--- config.mk ---
export PLATFORM = sky130hd
export DESIGN_NAME = flash_cmd_decoder
export DESIGN_NICKNAME = d
export VERILOG_FILES = /design/src/rtl/fcd_pkg.sv /design/src/rtl/fcd_addr_norm.sv /design/src/rtl/fcd_boot_hit.sv /design/src/rtl/fcd_id_rom.sv /design/src/rtl/fcd_seq_fsm.sv /design/src/rtl/flash_cmd_decoder.sv
export SDC_FILE = /design/constraint.sdc
export NUM_CORES = 1
export LEC_CHECK = 0
export BUFFER_PORTS_ARGS = -buffer_cell sky130_fd_sc_hd__buf_2
export CELL_PAD_IN_SITES_DETAIL_PLACEMENT = 1
export CELL_PAD_IN_SITES_GLOBAL_PLACEMENT = 2
export CORE_MARGIN = 2
export CORE_UTILIZATION = 31
export DETAILED_ROUTE_END_ITERATION = 16
export PLACE_DENSITY = 0.93
export SKIP_LAST_GASP = 1
export SLEW_MARGIN = 10
export SYNTH_ARGS = -nofsm -noshare
export SYNTH_HDL_FRONTEND = slang
export SYNTH_HIERARCHICAL = 1
export SYNTH_SLANG_ARGS = --single-unit
--- constraint.sdc ---
create_clock -name clk -period 4 [get_ports clk]
set_input_delay 0.8 -clock clk [delete_from_list [all_inputs] [get_ports clk]]
set_output_delay 0.8 -clock clk [all_outputs]
set_load 0.05 [all_outputs]
--- src/rtl/fcd_pkg.sv ---
package fcd_pkg;
   typedef enum logic [2:0] {
      ST_READ, ST_UNL1, ST_UNL2, ST_PGM, ST_ERS1, ST_ERS2, ST_ERS3
   } seq_state_t;

   localparam logic [7:0] CMD_KEY_A  = 8'hAA;
   localparam logic [7:0] CMD_KEY_B  = 8'h55;
   localparam logic [7:0] CMD_PGM    = 8'hA0;
   localparam logic [7:0] CMD_ERS    = 8'h80;
   localparam logic [7:0] CMD_IDENT  = 8'h90;
   localparam logic [7:0] CMD_SECT   = 8'h30;
   localparam logic [7:0] CMD_CHIP   = 8'h10;
   localparam logic [7:0] IDV_MAKER  = 8'h40;
   localparam logic [7:0] IDV_TOP    = 8'h13;
   localparam logic [7:0] IDV_BOTTOM = 8'hB3;

   localparam logic [15:0] KEY1_WORD = 16'h5555;
   localparam logic [15:0] KEY2_WORD = 16'h2AAA;
   localparam logic [15:0] KEY1_BYTE = 16'hAAAA;
   localparam logic [15:0] KEY2_BYTE = 16'h5555;
endpackage

--- src/rtl/fcd_addr_norm.sv ---
module fcd_addr_norm #(
   parameter int ADDR_W = 19
) (
   input  logic              byte_mode,
   input  logic [ADDR_W-1:0] bus_addr,
   output logic [ADDR_W-1:0] byte_addr
);
   always_comb begin
      if (byte_mode) byte_addr = bus_addr;
      else           byte_addr = {bus_addr[ADDR_W-2:0], 1'b0};
   end
endmodule

--- src/rtl/fcd_boot_hit.sv ---
module fcd_boot_hit #(
   parameter int ADDR_W     = 19,
   parameter int BOOT_BYTES = 16384,
   parameter bit TOP_BOOT   = 1'b1
) (
   input  logic [ADDR_W-1:0] byte_addr,
   output logic              in_boot
);
   localparam logic [ADDR_W:0]   SPACE     = {1'b1, {ADDR_W{1'b0}}};
   localparam logic [ADDR_W-1:0] BOOT_BASE = ADDR_W'(SPACE - (ADDR_W+1)'(BOOT_BYTES));
   localparam logic [ADDR_W-1:0] BOOT_END  = ADDR_W'(BOOT_BYTES);

   generate
      if (TOP_BOOT) begin : g_top
         assign in_boot = (byte_addr >= BOOT_BASE);
      end else begin : g_bottom
         assign in_boot = (byte_addr < BOOT_END);
      end
   endgenerate
endmodule

--- src/rtl/fcd_id_rom.sv ---
module fcd_id_rom
   import fcd_pkg::*;
#(
   parameter bit TOP_BOOT = 1'b1
) (
   input  logic       ident_on,
   input  logic [1:0] offset,
   input  logic       rd_in_boot,
   input  logic       boot_locked,
   output logic [7:0] id_data
);
   logic [7:0] dev_code;

   generate
      if (TOP_BOOT) begin : g_top_id
         assign dev_code = IDV_TOP;
      end else begin : g_bot_id
         assign dev_code = IDV_BOTTOM;
      end
   endgenerate

   always_comb begin
      id_data = 8'h00;
      if (ident_on) begin
         unique case (offset)
            2'd0: id_data = IDV_MAKER;
            2'd1: id_data = dev_code;
            2'd2: id_data = {7'd0, rd_in_boot & boot_locked};
            default: id_data = 8'h00;
         endcase
      end
   end
endmodule

--- src/rtl/fcd_seq_fsm.sv ---
module fcd_seq_fsm
   import fcd_pkg::*;
#(
   parameter int ADDR_W   = 19,
   parameter int SECT_LOG = 10,
   localparam int SECT_W  = ADDR_W - SECT_LOG
) (
   input  logic              clk,
   input  logic              rst_n,
   input  logic              byte_mode,
   input  logic              wr_en,
   input  logic [15:0]       wr_lo,
   input  logic [7:0]        wr_data,
   input  logic [ADDR_W-1:0] tgt_addr,
   input  logic              tgt_in_boot,
   input  logic              boot_locked,
   input  logic              erase_active,
   output logic              prog_req,
   output logic [ADDR_W-1:0] prog_addr,
   output logic [7:0]        prog_data,
   output logic              erase_req,
   output logic              erase_chip,
   output logic [SECT_W-1:0] erase_sector,
   output logic              autosel
);
   seq_state_t st_q, st_d;
   logic       key1_hit, key2_hit, guarded;
   logic       pgm_d, ers_d, chip_d, ident_d;

   assign key1_hit = (wr_lo == (byte_mode ? KEY1_BYTE : KEY1_WORD));
   assign key2_hit = (wr_lo == (byte_mode ? KEY2_BYTE : KEY2_WORD));
   assign guarded  = boot_locked & tgt_in_boot;

   always_comb begin
      st_d    = st_q;
      ident_d = autosel;
      pgm_d   = 1'b0;
      ers_d   = 1'b0;
      chip_d  = erase_chip;
      if (wr_en) begin
         ident_d = 1'b0;
         st_d    = ST_READ;
         unique case (st_q)
            ST_READ: if (key1_hit && wr_data == CMD_KEY_A) st_d = ST_UNL1;
            ST_UNL1: if (key2_hit && wr_data == CMD_KEY_B) st_d = ST_UNL2;
            ST_UNL2: begin
               if (key1_hit) begin
                  if (wr_data == CMD_PGM)        st_d = ST_PGM;
                  else if (wr_data == CMD_ERS)   st_d = ST_ERS1;
                  else if (wr_data == CMD_IDENT) ident_d = 1'b1;
               end
            end
            ST_PGM:  pgm_d = !erase_active && !guarded;
            ST_ERS1: if (key1_hit && wr_data == CMD_KEY_A) st_d = ST_ERS2;
            ST_ERS2: if (key2_hit && wr_data == CMD_KEY_B) st_d = ST_ERS3;
            ST_ERS3: begin
               if (wr_data == CMD_SECT) begin
                  if (!guarded) begin
                     ers_d  = 1'b1;
                     chip_d = 1'b0;
                  end
               end else if (key1_hit && wr_data == CMD_CHIP) begin
                  ers_d  = 1'b1;
                  chip_d = 1'b1;
               end
            end
            default: st_d = ST_READ;
         endcase
      end
   end

   always_ff @(posedge clk or negedge rst_n) begin
      if (!rst_n) begin
         st_q         <= ST_READ;
         autosel      <= 1'b0;
         prog_req     <= 1'b0;
         erase_req    <= 1'b0;
         erase_chip   <= 1'b0;
         prog_addr    <= '0;
         prog_data    <= '0;
         erase_sector <= '0;
      end else begin
         st_q       <= st_d;
         autosel    <= ident_d;
         prog_req   <= pgm_d;
         erase_req  <= ers_d;
         erase_chip <= chip_d;
         if (pgm_d) begin
            prog_addr <= tgt_addr;
            prog_data <= wr_data;
         end
         if (ers_d && !chip_d) erase_sector <= tgt_addr[ADDR_W-1:SECT_LOG];
      end
   end

   // requests only ever follow a bus write, and never both at once
   a_r2_req_after_write: assert property (@(posedge clk) disable iff (!rst_n)
      (prog_req || erase_req) |-> $past(wr_en));
   a_r2_single_request: assert property (@(posedge clk) disable iff (!rst_n)
      !(prog_req && erase_req));
   // a sector erase is always triggered by the sector code
   a_r3_sector_code: assert property (@(posedge clk) disable iff (!rst_n)
      (erase_req && !erase_chip) |-> ($past(wr_data) == CMD_SECT));
   // identification mode is entered only by its command byte
   a_r5_ident_entry: assert property (@(posedge clk) disable iff (!rst_n)
      $rose(autosel) |-> ($past(wr_data) == CMD_IDENT));
   // no program while an erase runs
   a_r8_no_pgm_in_erase: assert property (@(posedge clk) disable iff (!rst_n)
      prog_req |-> !$past(erase_active));
   // locked boot region is never a program or sector-erase target
   a_r9_lock_pgm: assert property (@(posedge clk) disable iff (!rst_n)
      prog_req |-> !$past(boot_locked && tgt_in_boot));
   a_r9_lock_sector: assert property (@(posedge clk) disable iff (!rst_n)
      (erase_req && !erase_chip) |-> !$past(boot_locked && tgt_in_boot));
   // identification mode only ends on a write
   a_r10_ident_exit: assert property (@(posedge clk) disable iff (!rst_n)
      $fell(autosel) |-> $past(wr_en));
endmodule

--- src/rtl/flash_cmd_decoder.sv ---
module flash_cmd_decoder #(
   parameter int ADDR_W       = 19,
   parameter int SECTOR_BYTES = 1024,
   parameter int BOOT_BYTES   = 16384,
   parameter bit TOP_BOOT     = 1'b1,
   localparam int SECT_LOG    = $clog2(SECTOR_BYTES),
   localparam int SECT_W      = ADDR_W - SECT_LOG
) (
   input  logic              clk,
   input  logic              rst_n,
   input  logic              byte_mode,
   input  logic              wr_en,
   input  logic [ADDR_W-1:0] wr_addr,
   input  logic [7:0]        wr_data,
   input  logic              erase_active,
   input  logic              boot_locked,
   input  logic [ADDR_W-1:0] rd_addr,
   output logic [7:0]        id_data,
   output logic              prog_req,
   output logic [ADDR_W-1:0] prog_addr,
   output logic [7:0]        prog_data,
   output logic              erase_req,
   output logic              erase_chip,
   output logic [SECT_W-1:0] erase_sector,
   output logic              autosel
);
   generate
      if (ADDR_W < 17) begin : g_bad_addr
         $error("ADDR_W must cover the 16-bit unlock field plus one bit");
      end
      if ((SECTOR_BYTES & (SECTOR_BYTES - 1)) != 0 || SECTOR_BYTES < 2) begin : g_bad_sect
         $error("SECTOR_BYTES must be a power of two");
      end
      if ((BOOT_BYTES & (BOOT_BYTES - 1)) != 0 || $clog2(BOOT_BYTES) >= ADDR_W) begin : g_bad_boot
         $error("BOOT_BYTES must be a power of two below the address space");
      end
   endgenerate

   logic [ADDR_W-1:0] wr_byte, rd_byte;
   logic              wr_in_boot, rd_in_boot;

   fcd_addr_norm #(.ADDR_W(ADDR_W)) i_wr_norm (
      .byte_mode(byte_mode), .bus_addr(wr_addr), .byte_addr(wr_byte));
   fcd_addr_norm #(.ADDR_W(ADDR_W)) i_rd_norm (
      .byte_mode(byte_mode), .bus_addr(rd_addr), .byte_addr(rd_byte));

   fcd_boot_hit #(.ADDR_W(ADDR_W), .BOOT_BYTES(BOOT_BYTES), .TOP_BOOT(TOP_BOOT)) i_wr_boot (
      .byte_addr(wr_byte), .in_boot(wr_in_boot));
   fcd_boot_hit #(.ADDR_W(ADDR_W), .BOOT_BYTES(BOOT_BYTES), .TOP_BOOT(TOP_BOOT)) i_rd_boot (
      .byte_addr(rd_byte), .in_boot(rd_in_boot));

   fcd_seq_fsm #(.ADDR_W(ADDR_W), .SECT_LOG(SECT_LOG)) i_fsm (
      .clk(clk), .rst_n(rst_n), .byte_mode(byte_mode), .wr_en(wr_en),
      .wr_lo(wr_addr[15:0]), .wr_data(wr_data), .tgt_addr(wr_byte),
      .tgt_in_boot(wr_in_boot), .boot_locked(boot_locked),
      .erase_active(erase_active), .prog_req(prog_req), .prog_addr(prog_addr),
      .prog_data(prog_data), .erase_req(erase_req), .erase_chip(erase_chip),
      .erase_sector(erase_sector), .autosel(autosel));

   fcd_id_rom #(.TOP_BOOT(TOP_BOOT)) i_id (
      .ident_on(autosel), .offset(rd_byte[2:1]), .rd_in_boot(rd_in_boot),
      .boot_locked(boot_locked), .id_data(id_data));

   // outside identification mode the read path is quiet
   a_r6_id_quiet: assert property (@(posedge clk) disable iff (!rst_n)
      !autosel |-> (id_data == 8'h00));
endmodule

Word level (Yosys, flattened, before mapping)
Cells that the tools add are included.
{"block": "op_classes", "muxes": 31, "eq_ne": 17, "magnitude_cmp": 2, "bitwise_logic": 2, "n_reduce_logical": 10}
{"cell": "$ge 19x19->1 const B", "count": 2}
{"cell": "$mux 19", "count": 2}
{"cell": "$eq 16x16->1", "count": 2}
{"cell": "$eq 8x8->1 const B", "count": 4}
{"cell": "$pmux 7 s3", "count": 1}
{"cell": "$mux 1", "count": 18}
{"cell": "$mux 16", "count": 1}
{"cell": "$mux 15", "count": 1}
{"cell": "$mux 3", "count": 5}
{"cell": "$pmux 3 s5", "count": 1}
{"cell": "$eq 3x3->1 const B", "count": 3}
{"cell": "$eq 8x5->1 const B", "count": 1}
{"cell": "$eq 8x6->1 const B", "count": 1}
{"cell": "$eq 8x7->1 const B", "count": 1}
{"cell": "$mux 8", "count": 1}
{"cell": "$eq 3x2->1 const B", "count": 2}
{"cell": "$logic_and 1x1->1", "count": 5}
{"cell": "$eq 3x1->1 const B", "count": 1}
{"cell": "$logic_not 1->1", "count": 3}
{"cell": "$logic_not 3->1", "count": 1}
{"cell": "$and 1x1->1", "count": 2}
{"cell": "$eq 2x1->1 const B", "count": 1}
{"cell": "$eq 2x2->1 const B", "count": 1}
{"cell": "$logic_not 2->1", "count": 1}
{"cell": "$mux 2", "count": 1}
{"block": "word_totals", "inputBits": 52, "regBits": 43}

Longest topological paths before layout
Gate-level depths: netlist of the first run.
{"block": "depth", "ltp_word": 9, "ltp_mapped": 11}

Hierarchy
Netlist of the first run, hierarchy kept.
{"mod": "fcd_seq_fsm", "cells_each": 206, "instances": 1, "seq_area_each_um2": 1076.0, "area_each_um2": 1960.6}
{"mod": "fcd_addr_norm", "cells_each": 21, "instances": 2, "seq_area_each_um2": 0.0, "area_each_um2": 275.3}
{"mod": "fcd_id_rom", "cells_each": 11, "instances": 1, "seq_area_each_um2": 0.0, "area_each_um2": 81.3}
{"mod": "fcd_boot_hit", "cells_each": 3, "instances": 2, "seq_area_each_um2": 0.0, "area_each_um2": 12.5}

Worst setup path before layout of the first run
Ideal clock, no wire load.
{"block": "synth_timing", "path_kind": "in2out", "start": "input byte_mode", "end": "output id_data[6]", "stages": 3, "setup_slack_ns": 0.744, "arrival_ns": 2.456, "path_cell_list": "buf_6 > mux2_2 > nor3b_1"}
{"block": "synth_via", "elab_chain_cells": 4, "elab_cells_between_ends": 6, "classes_between": "2 x eq/ne; 3 x mux; 1 x reduce/logical"}
{"element": "start: declaration", "line_no": "flash_cmd_decoder.sv:11", "rtl": "input logic byte_mode,"}
{"element": "$mux 19 (*)", "line_no": "fcd_addr_norm.sv:9", "rtl": "if (byte_mode) byte_addr = bus_addr;"}
{"element": "named net rd_byte[2]", "line_no": "flash_cmd_decoder.sv:39", "rtl": "logic [ADDR_W-1:0] wr_byte, rd_byte;"}
{"element": "$eq 2x2->1, or another cell as far along", "line_no": "fcd_id_rom.sv:25", "rtl": "unique case (offset)"}
{"element": "$pmux 7 s3 (*)", "line_no": "fcd_id_rom.sv:25"}
{"element": "$mux 8 (*)", "line_no": "fcd_id_rom.sv:24", "rtl": "if (ident_on) begin"}
{"element": "end: declaration", "line_no": "flash_cmd_decoder.sv:18", "rtl": "output logic [7:0] id_data,"}
The timed path passes the listed nets; every way through them passes the cells marked *.

Final worst setup path of the first run
{"block": "layout_timing", "start": "input byte_mode", "end": "output id_data[0]"}
{"block": "layout_via", "elab_chain_cells": 5, "elab_cells_between_ends": 8, "classes_between": "1 x order compare; 2 x eq/ne; 3 x mux; 1 x bitwise; 1 x reduce/logical"}
{"element": "$mux 19 (*)", "line_no": "fcd_addr_norm.sv:9"}
{"element": "named net rd_byte[1]", "line_no": "flash_cmd_decoder.sv:39"}
{"element": "$ge 19x19->1", "line_no": "fcd_boot_hit.sv:15", "rtl": "assign in_boot = (byte_addr >= BOOT_BASE);"}
{"element": "$and 1x1->1", "line_no": "fcd_id_rom.sv:28", "rtl": "2'd2: id_data = {7'd0, rd_in_boot & boot_locked};"}
{"element": "$pmux 7 s3 (*)", "line_no": "fcd_id_rom.sv:25"}
{"element": "$mux 8 (*)", "line_no": "fcd_id_rom.sv:24"}
Marked as above.

==> metrics.txt, run 1 <==
# TYPE chip_impl_metric gauge
chip_impl_metric{name="placeableCoreArea",unit="mm^2"} 0.00773
chip_impl_info{name="cts_root_buf",value="sky130_fd_sc_hd__clkbuf_8"} 1
chip_impl_metric{name="power.density",unit="mW/mm^2"} 290
chip_impl_metric{name="clock-sinks",unit=""} 43
chip_impl_metric{name="timing_max_transition_violations_final",unit=""} 0
chip_impl_metric{name="fillers",unit=""} 945
chip_impl_metric{name="die_height",unit="um"} 93.1
chip_impl_metric{name="clkTransAtPathRegs",unit="ps"} 90
chip_impl_metric{name="global_route_wire_length_before_repair",unit="um"} 10700
chip_impl_metric{name="cts_bufs_inserted",unit=""} 5
chip_impl_metric{name="htree_num_levels",unit=""} 2
chip_impl_metric{name="post_synth_instance_area",unit="mm^2"} 0.00246
chip_impl_metric{name="globalplace.congestion",unit=""} 0.818
chip_impl_metric{name="crit_path_max_fanout",unit=""} 25
chip_impl_metric{name="yosys_warnings",unit=""} 6
chip_impl_metric{name="vias",unit=""} 2120
chip_impl_metric{name="finalClockSkew",unit="ps"} 12.9
chip_impl_metric{name="diodes",unit=""} 0
chip_impl_metric{name="layout.nets",unit=""} 386
chip_impl_metric{name="timing.setup.tns",unit="ps"} 0
chip_impl_metric{name="max_slew_margin",unit="%"} 34.3
chip_impl_metric{name="synthCells",unit=""} 253
chip_impl_metric{name="detailedRoute.firstPassIterationCount",unit=""} 4
chip_impl_metric{name="fin_total_pwr",unit="mW"} 0.872
chip_impl_metric{name="worst_pin_slew",unit="ps"} 986
chip_impl_metric{name="synthesis.area_per_instance",unit="um^2"} 9.74
chip_impl_metric{name="layout-area-overhead-vs-synth",unit="%"} 22.1
chip_impl_metric{name="routed_wl",unit="um"} 6760
chip_impl_metric{name="drt_iter0_drc",unit=""} 72
chip_impl_metric{name="clock_insertion_delay_worst_skew",unit="ps"} 290
chip_impl_info{name="tritoncts_clock_tree",value="yes"} 1
chip_impl_metric{name="grt_antenna_before_repair",unit=""} 0
chip_impl_info{name="timing.critical_path.to_type",value="primary output"} 1
chip_impl_info{name="cp-start-kind",value="primary input"} 1
chip_impl_metric{name="postCtsSetupRepairBufs",unit=""} 0
chip_impl_info{name="setup.worst_path.class",value="in -> out"} 1
chip_impl_metric{name="cts_resized",unit=""} 0
chip_impl_metric{name="route.detailed.vias_per_inst",unit=""} 4.86
chip_impl_info{name="grt_setup_unrepaired",value="no"} 1
chip_impl_metric{name="design.die.area",unit="mm^2"} 0.00868
chip_impl_metric{name="globalRouteOverflowTotal",unit=""} 0
chip_impl_metric{name="final_core_util",unit="%"} 38.9
chip_impl_info{name="hp-class",value="reg -> reg"} 1
chip_impl_metric{name="dp_hpwl",unit="um"} 5000
chip_impl_metric{name="clock_tree.buffer_depth",unit=""} 2
chip_impl_metric{name="grtUsageTotal",unit="%"} 15.6
chip_impl_metric{name="vdd_ir_drop_max",unit="uV"} 176
chip_impl_metric{name="detail_route.wl_per_cell",unit="um"} 15.5
chip_impl_metric{name="detail_route.drc_violations",unit=""} 0
chip_impl_metric{name="multiInputGateArea",unit="mm^2"} 0.00125
chip_impl_metric{name="number_of_buffers_inserted_by_port_buffering",unit=""} 85
chip_impl_metric{name="post-route-period-util",unit="%"} 76.3
chip_impl_metric{name="max_freq",unit="GHz"} 0.328
chip_impl_metric{name="min_period",unit="ps"} 3050
chip_impl_metric{name="leakage_power",unit="nW"} 1.68
chip_impl_metric{name="top_level_ports",unit=""} 100
chip_impl_metric{name="postCtsHoldBufs",unit=""} 0
chip_impl_metric{name="detail-route-antenna-nets",unit=""} 0
chip_impl_metric{name="drv.max_cap_violation_count",unit=""} 0
chip_impl_metric{name="grt_max_degree",unit=""} 44
chip_impl_metric{name="floorplan.initialDensity",unit="%"} 31.9
chip_impl_metric{name="grt_pass1_vias",unit=""} 2151
chip_impl_metric{name="worstPathArrival",unit="ps"} 2250
chip_impl_metric{name="rrSetupSlack",unit="ps"} 2270
chip_impl_metric{name="die_span_in_x",unit="um"} 93.1
chip_impl_metric{name="placementRows",unit=""} 32
chip_impl_metric{name="final_layout_size_suffix_gt1_share",unit="%"} 40.1
chip_impl_metric{name="seqCellArea",unit="mm^2"} 0.00108
chip_impl_metric{name="finalSetupViolCount",unit=""} 0
chip_impl_metric{name="finalHoldViolations",unit=""} 0
chip_impl_metric{name="worst_ep_required_time",unit="ps"} 3200
chip_impl_info{name="run_status",value="completed"} 1
area by class of cell:
type	instances	area share [%]
clock buffer	6	2.41
clock inverter	1	0.998
inverter	2	0.250
multi-input combinational	195	41.7
sequential	43	35.8
tap	102	4.24
timing repair buffer	87	14.6
critical path: stages:
cell	delay [ps]
sky130_fd_sc_hd__buf_2	440
sky130_fd_sc_hd__mux2_2	430
sky130_fd_sc_hd__nand4b_1	180
sky130_fd_sc_hd__a21boi_1	130
sky130_fd_sc_hd__buf_2	280
state kept, by name, indices dropped and copies added, names as in the netlist:
register and flops:
i_fsm/autosel 1, i_fsm/erase_chip 1, i_fsm/erase_req 1, i_fsm/erase_sector 9
i_fsm/prog_addr 19, i_fsm/prog_data 8, i_fsm/prog_req 1, i_fsm/st_q 3
per-layer routing:
metal	wire (um)	up-vias	track usage, %	part of all wire [%]
met5	0	-	0	0
met4	72	0	4.04	1.1
met2	3210	61	26.3	47
li1	-	1028	-	-
met1	3110	1024	20.3	46
met3	375	7	3.46	5.5
per-stage QoR:
stage,cells,instance area (um^2),hold WS (ps),setup slack (ps)
4_1_cts,436,3010,480,942
2_1_floorplan,256,2470,504,776
5_1_grt,436,3010,481,838
3_5_place_dp,429,2910,457,778
3_3_place_gp,429,2910,453,855
6_report,436,3010,472,947
layout by cell type (no fill, tap or decap), drive strengths merged, types with 3 or more instances in the layout:
cell,count
nand2,88
buf,87
dfrtp,43
mux2,34
nor2,9
clkbuf,6
nand3,5
nand4,4
or3,4
conb,4
nand2b,3
o31ai,3
and3b,3
o21ai,3
where the power goes:
group          internal, mW  switching [mW]
sequential            0.434    0.0000000253
clock                 0.183           0.144
combinational        0.0485          0.0628
total                 0.666           0.206
final timing paths:
check,startpoint,to,depth (start not counted)
worst max-delay path,byte_mode,id_data[0],5
worst max register to register,i_fsm/st_q[2]$_DFFE_PN0P_,i_fsm/st_q[0]$_DFFE_PN0P_,4
max in group asynchronous,rst_n,i_fsm/prog_addr[5]$_DFFE_PN0P_,1
worst min-delay path,i_fsm/prog_data[3]$_DFFE_PN0P_,i_fsm/prog_data[3]$_DFFE_PN0P_,2
min in group asynchronous,rst_n,i_fsm/prog_data[4]$_DFFE_PN0P_,1
worst min register to register,i_fsm/prog_data[3]$_DFFE_PN0P_,i_fsm/prog_data[3]$_DFFE_PN0P_,2
No activity file was read; power rests on OpenSTA's default activity.
==> run 2: changes to the inputs <==
--- a/config.mk
+++ b/config.mk
@@ -5,13 +5,14 @@
 export SDC_FILE = /design/constraint.sdc
 export NUM_CORES = 1
 export LEC_CHECK = 0
+export ABC_AREA = 1
 export BUFFER_PORTS_ARGS = -buffer_cell sky130_fd_sc_hd__buf_2
 export CELL_PAD_IN_SITES_DETAIL_PLACEMENT = 1
 export CELL_PAD_IN_SITES_GLOBAL_PLACEMENT = 2
 export CORE_MARGIN = 2
-export CORE_UTILIZATION = 31
+export CORE_UTILIZATION = 24
 export DETAILED_ROUTE_END_ITERATION = 16
-export PLACE_DENSITY = 0.93
+export PLACE_DENSITY = 0.85
 export SKIP_LAST_GASP = 1
 export SLEW_MARGIN = 10
 export SYNTH_ARGS = -nofsm -noshare
==> constraint.sdc (replaced) <==
create_clock -name clk -period 2.6 [get_ports clk]
set_input_delay 0.52 -clock clk [delete_from_list [all_inputs] [get_ports clk]]
set_output_delay 0.52 -clock clk [all_outputs]
set_load 0.05 [all_outputs]
==> run 2 against run 1 <==
Net effect:
- register-to-register slack got worse by 1200 ps
- synthesized cell count increased by 70%
- area after synthesis increased by 17%
- final area increased by 17%
- power increased by 87%
- utilization decreased by 8.4 points
- global-route usage decreased by 1.9 points
- die area increased by 48%
- routed wire length increased by 26%
- via count increased by 39%
- clock skew decreased by 6.7 ps
- critical endpoint unchanged
- largest cell class unchanged
==> metrics.txt, run 2 <==
# TYPE chip_impl_metric gauge
chip_impl_metric{name="finalHoldViolations",unit=""} 0
chip_impl_metric{name="number_of_buffers_inserted_by_port_buffering",unit=""} 85
chip_impl_metric{name="post_synth_instance_area",unit="mm^2"} 0.00288
chip_impl_info{name="biggestRegsByFlops",value="i_fsm/prog_addr (19), i_fsm/erase_sector (9), i_fsm/prog_data (8)"} 1
chip_impl_metric{name="clock-sinks",unit=""} 43
chip_impl_metric{name="post_dp_cell_area",unit="mm^2"} 0.00335
chip_impl_metric{name="placementRows",unit=""} 39
chip_impl_metric{name="cts_bufs_inserted",unit=""} 5
chip_impl_info{name="crit_slowest_cell",value="sky130_fd_sc_hd__buf_2"} 1
chip_impl_info{name="run_status",value="completed"} 1
chip_impl_metric{name="rrSetupSlack",unit="ps"} 1120
chip_impl_info{name="setup.worst_path.class",value="in -> out"} 1
chip_impl_metric{name="timing_max_transition_violations_final",unit=""} 0
chip_impl_info{name="regMostFlops",value="i_fsm/prog_addr"} 1
chip_impl_metric{name="finalSetupViolCount",unit=""} 0
chip_impl_metric{name="gr-usage-met1",unit="%"} 16.8
chip_impl_metric{name="worst_path_largest_cell_delay",unit="ps"} 270
chip_impl_info{name="cp-start-kind",value="primary input"} 1
chip_impl_metric{name="dp_hpwl",unit="um"} 6890
chip_impl_metric{name="floorplan.initialDensity",unit="%"} 24.9
chip_impl_metric{name="min_period",unit="ps"} 2150
chip_impl_metric{name="grt_pass1_vias",unit=""} 3081
chip_impl_metric{name="final_layout_size_suffix_gt1_share",unit="%"} 25.7
chip_impl_metric{name="postCtsSetupRepairBufs",unit=""} 0
chip_impl_info{name="critical_path.most_common_cell",value="sky130_fd_sc_hd__nand2_1"} 1
chip_impl_metric{name="layout-area-overhead-vs-synth",unit="%"} 22.7
chip_impl_metric{name="grtUsageTotal",unit="%"} 13.7
chip_impl_metric{name="die_span_in_x",unit="um"} 114
chip_impl_metric{name="largest_register_ffs",unit=""} 19
chip_impl_metric{name="finalClockSkew",unit="ps"} 6.23
chip_impl_info{name="grt_setup_unrepaired",value="no"} 1
chip_impl_metric{name="clock_insertion_delay_worst_skew",unit="ps"} 290
chip_impl_metric{name="use_met2",unit="%"} 24.7
chip_impl_metric{name="worst_pin_slew",unit="ps"} 1000
chip_impl_metric{name="final-instance-count-excl-fill",unit=""} 658
chip_impl_info{name="crit_chain",value="buf_2 > inv_2 > nand2_1 > nand2_1 > nand2_1 > nor2_1 > nand3_1 > o21ai_2 > buf_2"} 1
chip_impl_metric{name="cts_resized",unit=""} 0
chip_impl_metric{name="grt_antenna_before_repair",unit=""} 2
chip_impl_info{name="most-common-layout-cells",value="sky130_fd_sc_hd__nand2_1, sky130_fd_sc_hd__buf_2, sky130_fd_sc_hd__inv_1, sky130_fd_sc_hd__dfrtp_1, sky130_fd_sc_hd__nor2_1"} 1
chip_impl_metric{name="global_route_wire_length_before_repair",unit="um"} 14400
chip_impl_metric{name="clock_tree.buffer_depth",unit=""} 2
chip_impl_metric{name="placeableCoreArea",unit="mm^2"} 0.0116
chip_impl_metric{name="top_level_ports",unit=""} 100
chip_impl_metric{name="yosys_warnings",unit=""} 6
chip_impl_metric{name="fin_total_pwr",unit="mW"} 1.63
chip_impl_metric{name="drt_iter0_drc",unit=""} 107
chip_impl_metric{name="detail_route.drc_violations",unit=""} 0
chip_impl_metric{name="leakage_power",unit="nW"} 2.08
chip_impl_metric{name="detail-route-antenna-nets",unit=""} 0
chip_impl_info{name="layout.cells.most_common",value="sky130_fd_sc_hd__nand2_1"} 1
chip_impl_metric{name="synthCells",unit=""} 431
chip_impl_metric{name="routed_wl",unit="um"} 8520
chip_impl_info{name="hp-class",value="in -> async"} 1
chip_impl_info{name="cts_root_buf",value="sky130_fd_sc_hd__clkbuf_16"} 1
chip_impl_metric{name="worst_ep_required_time",unit="ps"} 2080
chip_impl_info{name="tritoncts_clock_tree",value="yes"} 1
chip_impl_metric{name="globalRouteOverflowTotal",unit=""} 0
chip_impl_metric{name="max_freq",unit="GHz"} 0.466
chip_impl_metric{name="htree_num_levels",unit=""} 2
chip_impl_metric{name="place.detailed.instances",unit=""} 649
chip_impl_metric{name="drv.max_cap_violation_count",unit=""} 0
chip_impl_metric{name="die_height",unit="um"} 114
chip_impl_metric{name="grt.met3_usage",unit="%"} 2.55
chip_impl_metric{name="design.die.area",unit="mm^2"} 0.0129
chip_impl_info{name="grt_busiest_layer",value="met2"} 1
chip_impl_metric{name="clkTransAtPathRegs",unit="ps"} 60
chip_impl_metric{name="postCtsHoldBufs",unit=""} 0
chip_impl_metric{name="crit_path_max_fanout",unit=""} 15
chip_impl_metric{name="grt_max_degree",unit=""} 44
chip_impl_metric{name="layout.cell_area.non_filler",unit="mm^2"} 0.00353
chip_impl_metric{name="detail_route.wl_per_cell",unit="um"} 13.0
chip_impl_metric{name="max_slew_margin",unit="%"} 33.3
chip_impl_metric{name="crit_buf_inv",unit=""} 3
chip_impl_metric{name="layout.nets",unit=""} 565
chip_impl_metric{name="vdd_ir_drop_max",unit="uV"} 204
chip_impl_metric{name="synthesis.area_per_instance",unit="um^2"} 6.68
chip_impl_metric{name="route.detailed.vias_per_inst",unit=""} 4.47
chip_impl_metric{name="power.density",unit="mW/mm^2"} 462
chip_impl_info{name="critical_path.top_delay_family",value="buffers and inverters"} 1
chip_impl_metric{name="final.hold.worst_slack",unit="ps"} 395
chip_impl_metric{name="globalplace.congestion",unit=""} 0.840
chip_impl_metric{name="timing.setup.tns",unit="ps"} 0
chip_impl_metric{name="post-route-period-util",unit="%"} 82.5
chip_impl_metric{name="worstPathArrival",unit="ps"} 1630
chip_impl_info{name="timing.critical_path.to_type",value="primary output"} 1
chip_impl_metric{name="detailedRoute.firstPassIterationCount",unit=""} 4
chip_impl_metric{name="vias",unit=""} 2943
chip_impl_metric{name="fillers",unit=""} 1496
-- run 2: per-stage QoR --
| stage | utilization (%) | setup WS (ps) |
|---|---|---|
| detailed placement | 29.0 | 372 |
| global route | 30.5 | 295 |
| CTS | 30.5 | 428 |
| finish | 30.5 | 454 |
| global placement | 29.0 | 404 |
| floorplan | - | 517 |
-- run 2: worst paths after layout --
path                                                startpoint  cells after the start                           endpoint
max in group asynchronous                                rst_n                      1     i_fsm/prog_data[7]$_DFFE_PN0P_
min in group clk                i_fsm/prog_addr[0]$_DFFE_PN0P_                      2     i_fsm/prog_addr[0]$_DFFE_PN0P_
worst max-delay path                                 byte_mode                      9                         id_data[0]
worst max register to register       i_fsm/st_q[0]$_DFFE_PN0P_                      7  i_fsm/erase_sector[8]$_DFFE_PN0P_
worst min register to register  i_fsm/prog_addr[0]$_DFFE_PN0P_                      2     i_fsm/prog_addr[0]$_DFFE_PN0P_
worst min-delay path                                     rst_n                      1     i_fsm/prog_addr[7]$_DFFE_PN0P_
-- run 2: per-layer routing --
layer / up-vias / routed length (um)
met2: 65 / 4170
met3: 8 / 359
met1: 1394 / 3890
li1: 1476 / -
met5: - / 0
met4: 0 / 101
-- run 2: worst reg2reg max path, stage by stage (launching register included) --
cell	delay (ps)
sky130_fd_sc_hd__dfrtp_1	430
sky130_fd_sc_hd__inv_2	110
sky130_fd_sc_hd__nand4_1	110
sky130_fd_sc_hd__nor3_2	180
sky130_fd_sc_hd__nand4_1	130
sky130_fd_sc_hd__buf_4	240
sky130_fd_sc_hd__nand2_1	110
sky130_fd_sc_hd__o21ai_2	50
-- run 2: layout make-up --
cell class	count	area, um^2	share of cell area, %
Clock buffer	6	139	3.93
Antenna cell	1	2.50	0.0709
Sequential cell	43	1080	30.5
Inverter	49	189	5.35
Clock inverter	2	35.0	0.993
Timing Repair Buffer	93	485	13.8
Multi-Input combinational cell	321	1420	40.3
Tap cell	143	179	5.07
-- run 2: report_power, final --
part           leakage (nW)  switching, mW  internal (mW)
registers             0.601   0.0000000332          0.669
clock network        0.0869          0.263          0.478
logic                  1.40          0.157         0.0657
total                  2.08          0.419           1.21
